===== src/rtl/chbuf_pkg.sv =====
package chbuf_pkg;

  // Bits needed to index a storage array of d entries.
  function automatic int chbuf_ptr_bits(input int d);
    return (d > 1) ? $clog2(d) : 1;
  endfunction

  // Bits needed to hold an occupancy from 0 up to d.
  function automatic int chbuf_cnt_bits(input int d);
    return (d > 0) ? $clog2(d + 1) : 1;
  endfunction

endpackage


===== src/rtl/chbuf_mem.sv =====
module chbuf_mem #(
  parameter int WIDTH = 32,
  parameter int DEPTH = 2,
  parameter int AW    = 1
) (
  input  logic             clk,
  input  logic             we,
  input  logic [AW-1:0]    waddr,
  input  logic [WIDTH-1:0] wdata,
  input  logic [AW-1:0]    raddr,
  output logic [WIDTH-1:0] rdata
);

  // No reset on the array: entries are only read after being written.
  logic [WIDTH-1:0] store [DEPTH];

  always_ff @(posedge clk) begin
    if (we) begin
      store[waddr] <= wdata;
    end
  end

  assign rdata = store[raddr];

endmodule


===== src/rtl/chbuf_ctrl.sv =====
module chbuf_ctrl #(
  parameter int DEPTH = 2,
  parameter int AW    = 1,
  parameter int CW    = 2
) (
  input  logic          clk,
  input  logic          rst,
  input  logic          push,
  input  logic          pop,
  output logic [AW-1:0] wr_ptr,
  output logic [AW-1:0] rd_ptr,
  output logic          empty,
  output logic          full
);

  localparam logic [CW-1:0] LIMIT    = CW'(DEPTH);
  localparam logic [AW-1:0] LAST_IDX = AW'(DEPTH - 1);

  logic [CW-1:0] occ;

  function automatic logic [AW-1:0] advance(input logic [AW-1:0] p);
    return (p == LAST_IDX) ? '0 : p + AW'(1);
  endfunction

  always_ff @(posedge clk) begin
    if (rst) begin
      occ    <= '0;
      wr_ptr <= '0;
      rd_ptr <= '0;
    end else begin
      if (push) wr_ptr <= advance(wr_ptr);
      if (pop)  rd_ptr <= advance(rd_ptr);
      case ({push, pop})
        2'b10:   occ <= occ + CW'(1);
        2'b01:   occ <= occ - CW'(1);
        default: occ <= occ;
      endcase
    end
  end

  assign empty = (occ == '0);
  assign full  = (occ == LIMIT);

  assert_no_overflow_R3: assert property (@(posedge clk) disable iff (rst)
    push && !pop |-> !full);

  assert_no_underflow_R2: assert property (@(posedge clk) disable iff (rst)
    pop |-> !empty);

  assert_drain_step_R2: assert property (@(posedge clk) disable iff (rst)
    !push && pop |=> occ == $past(occ) - CW'(1));

  assert_fill_step_R3: assert property (@(posedge clk) disable iff (rst)
    push && !pop |=> !empty);

endmodule


===== src/rtl/channel_buffer.sv =====
module channel_buffer
  import chbuf_pkg::*;
#(
  parameter int WIDTH = 32,
  parameter int DEPTH = 2,
  parameter bit FLOW  = 1'b0,
  parameter bit PIPE  = 1'b0
) (
  input  logic             clk,
  input  logic             rst,
  input  logic             in_valid,
  output logic             in_ready,
  input  logic [WIDTH-1:0] in_data,
  output logic             out_valid,
  input  logic             out_ready,
  output logic [WIDTH-1:0] out_data
);

  generate
    if (DEPTH == 0) begin : g_wire
      assign out_valid = in_valid;
      assign in_ready  = out_ready;
      assign out_data  = in_data;
    end else begin : g_queue
      localparam int AW = chbuf_ptr_bits(DEPTH);
      localparam int CW = chbuf_cnt_bits(DEPTH);

      logic [AW-1:0]    wr_ptr, rd_ptr;
      logic             q_empty, q_full;
      logic             push, pop, bypass;
      logic [WIDTH-1:0] mem_rd;

      // Flow path: an item offered to an empty queue and taken at once skips storage.
      assign bypass    = FLOW && q_empty && in_valid && out_ready;
      assign out_valid = !q_empty || (FLOW && in_valid);
      assign out_data  = (FLOW && q_empty) ? in_data : mem_rd;

      // Pipe path: a full queue frees a slot in the same cycle it is drained.
      assign in_ready  = !q_full || (PIPE && out_ready);

      assign push = in_valid && in_ready && !bypass;
      assign pop  = out_ready && !q_empty;

      chbuf_ctrl #(.DEPTH(DEPTH), .AW(AW), .CW(CW)) u_ctrl (
        .clk    (clk),
        .rst    (rst),
        .push   (push),
        .pop    (pop),
        .wr_ptr (wr_ptr),
        .rd_ptr (rd_ptr),
        .empty  (q_empty),
        .full   (q_full)
      );

      chbuf_mem #(.WIDTH(WIDTH), .DEPTH(DEPTH), .AW(AW)) u_mem (
        .clk   (clk),
        .we    (push),
        .waddr (wr_ptr),
        .wdata (in_data),
        .raddr (rd_ptr),
        .rdata (mem_rd)
      );

      assert_hold_stable_R9: assert property (@(posedge clk) disable iff (rst)
        out_valid && !out_ready && !q_empty |=> out_valid && $stable(out_data));

      if (FLOW) begin : g_flow_chk
        assert_flow_same_cycle_R5: assert property (@(posedge clk) disable iff (rst)
          q_empty && in_valid |-> out_valid && (out_data == in_data));
        assert_flow_not_stored_R5: assert property (@(posedge clk) disable iff (rst)
          q_empty && in_valid && out_ready |=> q_empty);
      end else begin : g_reg_chk
        assert_registered_valid_R4: assert property (@(posedge clk) disable iff (rst)
          q_empty |-> !out_valid);
      end

      if (PIPE) begin : g_pipe_chk
        assert_pipe_ready_R6: assert property (@(posedge clk) disable iff (rst)
          q_full && out_ready |-> in_ready);
      end else begin : g_nopipe_chk
        assert_full_blocks_R7: assert property (@(posedge clk) disable iff (rst)
          q_full |-> !in_ready);
      end
    end
  endgenerate

endmodule


===== config.mk =====
export PLATFORM = sky130hd
export DESIGN_NAME = channel_buffer
export DESIGN_NICKNAME = d
export VERILOG_FILES = /design/src/rtl/chbuf_pkg.sv /design/src/rtl/chbuf_mem.sv /design/src/rtl/chbuf_ctrl.sv /design/src/rtl/channel_buffer.sv
export SDC_FILE = /design/constraint.sdc
export NUM_CORES = 1
export LEC_CHECK = 0
export BUFFER_PORTS_ARGS = -buffer_cell sky130_fd_sc_hd__buf_4
export CAP_MARGIN = 25
export CORE_MARGIN = 4
export CORE_UTILIZATION = 47
export DETAILED_ROUTE_END_ITERATION = 12
export GPL_TIMING_DRIVEN = 0
export PLACE_DENSITY = 0.72
export SKIP_LAST_GASP = 1
export SLEW_MARGIN = 20
export SYNTH_ARGS = -nofsm -noshare
export SYNTH_HDL_FRONTEND = slang
export SYNTH_HIERARCHICAL = 1
export SYNTH_SLANG_ARGS = --single-unit

===== constraint.sdc =====
create_clock -name clk -period 3.4 [get_ports clk]
set_input_delay 0.17 -clock clk [delete_from_list [all_inputs] [get_ports clk]]
set_output_delay 0.17 -clock clk [all_outputs]
set_load 0.02 [all_outputs]

==> results_dict.tcl <==
set metrics [dict create \
    status "finished clean" \
    gp_congestion 0.692 \
    std_cell_rows 27 \
    clock_power_share_pct 21.6 \
    p_switching_mw 0.839 \
    finalClockSkew_ps 6.37 \
    worst-slew-pin-transition_ps 797 \
    min_from "in_data[17]" \
    power.density_nw_per_um2 794 \
    cp_max_fo 32 \
    clk_pin_slew_ps 70 \
    design.die.area_sq_um 6950 \
    synthCells 124 \
    h-tree-depth 3 \
    synth.distinct_cells 17 \
    synthTopCellsByArea "edfxtp_1, mux2_4, dfxtp_1" \
    reg2regPathDepth 3 \
    max_slew_margin_pct 46.9 \
    core_area_sq_um 5510 \
    drc 0 \
    rr_endpoint "g_queue.u_mem/store[1][1]" \
    nets 247 \
    grt_use_total_pct 14.0 \
    cts_tree "yes" \
    rsz0062_at_grt "false" \
    ant_nets 0 \
    crit_type "register to register" \
    share_seq_of_total_power_pct 40.3 \
    grt-ovfl-total 0 \
    ys_top_cells_by_count "edfxtp_1, mux2_4, dfxtp_1, nor2_1" \
    route.vias.total 1371 \
    drive_gt1_share_pct 57.7 \
    leakage_nw 1.41 \
    yosysMostFrequentCell "edfxtp_1" \
    finalHoldViolations 0 \
    min_path_cells 1 \
    hpwlAfterDp_mm 3.15 \
    dr.pass1.iters 4 \
    cp-end-kind "register" \
    viasPerCell 4.78 \
    clk_latency_ps 330 \
    clock-root-buffer "clkbuf_8" \
    ctsResizeCount 0 \
    min_period_over_period_pct 60.1 \
    regToRegSetupSlack_ps 1360 \
    hold-path-endpoint "g_queue.u_mem/store[1][17]" \
    synthesis.nets 161 \
    grt_pass1_wl_mm 7.38 \
    hp-class "input pin to register" \
    area_delta_synth_final_pct 32.8 \
    dieWidth_microns 83.4 \
    routedWlPerCell_microns 15.6 \
    cts-buffers-inserted 9 \
    num_antenna_cells 0 \
    combPwrFrac_pct 38.1 \
    crit_path_start_kind "register" \
    reg2reg_from "g_queue.u_ctrl/occ[0]" \
    ys_seq_area_share_pct 75.0 \
    grt_max_degree 33 \
    initial_core_util_pct 48.5 \
    synth_top_cell_by_area "edfxtp_1" \
    yosys_register_bits 68 \
    cts.sink_count 68 \
    fmax_mhz 489 \
    routed_wl_mm 4.48 \
    avgSynthCellArea_sq_um 21.5 \
    slew_viol_final 0 \
    finalSetupTns_ps 0 \
    p_sw_share_pct 29.8 \
    place.port_buffers 69 \
    die_h_microns 83.4 \
    synth_top_area_share_pct 72.0 \
    grt_pass1_vias 1482 \
    async_flop_share_pct 0 \
    p_int_mw 1.98 \
    arrival_ps 2000 \
    antenna_found_initial 0 \
    ys_warn_count 6 \
    finalCriticalPeriod_ps 2040 \
    synth_edf_count 64 \
    ios 70 \
    drtIter0Drc 66 \
    synthFlopType "edfxtp_1" \
    dpl-instance-area_sq_um 3310 \
    stdcell_area_sq_um 3550 \
    syn-cell-area_sq_um 2670 \
    cp_data_required_time_ps 3350 \
    finalSetupViolCount 0 \
    peakVddDrop_uv 433 \
    clock_path_buffers 2 \
    cap_violations 0 \
]
## registers in the layout, indices dropped and copies added (netlist names)
signal                 cells
g_queue.u_ctrl/wr_ptr      1
g_queue.u_ctrl/rd_ptr      1
g_queue.u_ctrl/occ         2
g_queue.u_mem/store       64
## worst max-delay path by stage
stage | startpoint | endpoint | slack [ps]
final | g_queue.u_ctrl/occ[0] | g_queue.u_mem/store[1][1] | 1360
after global routing | g_queue.u_ctrl/occ[0] | g_queue.u_mem/store[1][24] | 1190
after CTS | g_queue.u_ctrl/occ[0] | g_queue.u_mem/store[1][15] | 1330
after detailed placement | g_queue.u_ctrl/occ[0] | g_queue.u_mem/store[1][20] | 1350
after global placement | g_queue.u_ctrl/occ[0] | g_queue.u_mem/store[0][27] | 30
after floorplan | g_queue.u_ctrl/occ[0] | g_queue.u_mem/store[0][0] | 670
## placed cells by master, fill, tap and decap left out, drive strengths merged
master / synthesis / final
nor2b: 3 / 3
and2b: 1 / 1
bufinv: 0 / 1
a21oi: 1 / 1
inv: 3 / 3
xnor2: 3 / 3
dfxtp: 4 / 4
buf: 4 / 74
xor2: 1 / 1
mux2: 32 / 32
ha: 1 / 1
o21ai: 1 / 1
dlygate4sd3: 0 / 5
nor2: 4 / 4
clkbuf: 0 / 10
or3: 1 / 1
clkinv: 0 / 5
and2: 1 / 1
edfxtp: 64 / 64
## power by group through the flow
| stage | Clock [mW] | Sequential, mW | Combinational, mW |
|---|---|---|---|
| floorplan | 0 | 1.14 | 0.719 |
| global placement | 0 | 1.15 | 1.03 |
| detailed placement | 0 | 1.16 | 1.08 |
| CTS | 0.632 | 1.14 | 1.09 |
| global route | 0.668 | 1.15 | 1.15 |
| finish | 0.609 | 1.14 | 1.07 |
## worst max-delay path: stages, from the launching register on
cell and delay [ps]:
dfxtp_1 410, and2b_2 250, nor2b_1 260, and2_2 740
## metal layers
metal  up-vias  routed length [microns]  GRT usage (%)
li1        645                        -              -
met1       671                     1740           15.4
met2        46                     2370           23.2
met3         9                      264           4.56
met4         0                      103           8.92
met5         -                        0              0
## area by class of cell
cell class / instances / area (sq um)
plain buffers: 4 / 71.3
flip-flops and latches: 68 / 2000
fillers: 386 / 1960
inverters: 3 / 11.3
well taps: 72 / 90.1
clock buffers: 10 / 128
repair buffers: 75 / 596
clock inverters: 6 / 55.1
multi-input cells: 49 / 594
## metrics by stage
stage / setup WS (ps) / cells / total power, mW / hold slack (ps) / util, %
floorplan: 674 / 124 / 1.86 / 239 / -
global placement: 26.9 / 265 / 2.18 / 356 / 59.5
detailed placement: 1350 / 266 / 2.24 / 358 / 60.2
CTS: 1330 / 283 / 2.86 / 0.682 / 63.7
global route: 1190 / 287 / 2.97 / -0.724 / 64.4
finish: 1360 / 287 / 2.82 / 22.2 / 64.4
## cell families after synthesis
group	synth area share, %
DFF	75.0
and+or+nand+nor	2.06
xor gates and xnor gates	1.31
adders and majority gates	0.469
buffers and inverters	3.09
muxes	17.7
AOI/OAI and AO/OA	0.375
## repair_timing
action / in CTS / in global routing
buffers inserted: 0 / 0
hold buffers: 1 / 4
hold endpoints to repair: 1 / 5
endpoints found under the setup margin: 0 / 0
No activity file was read; power rests on OpenSTA's default activity.
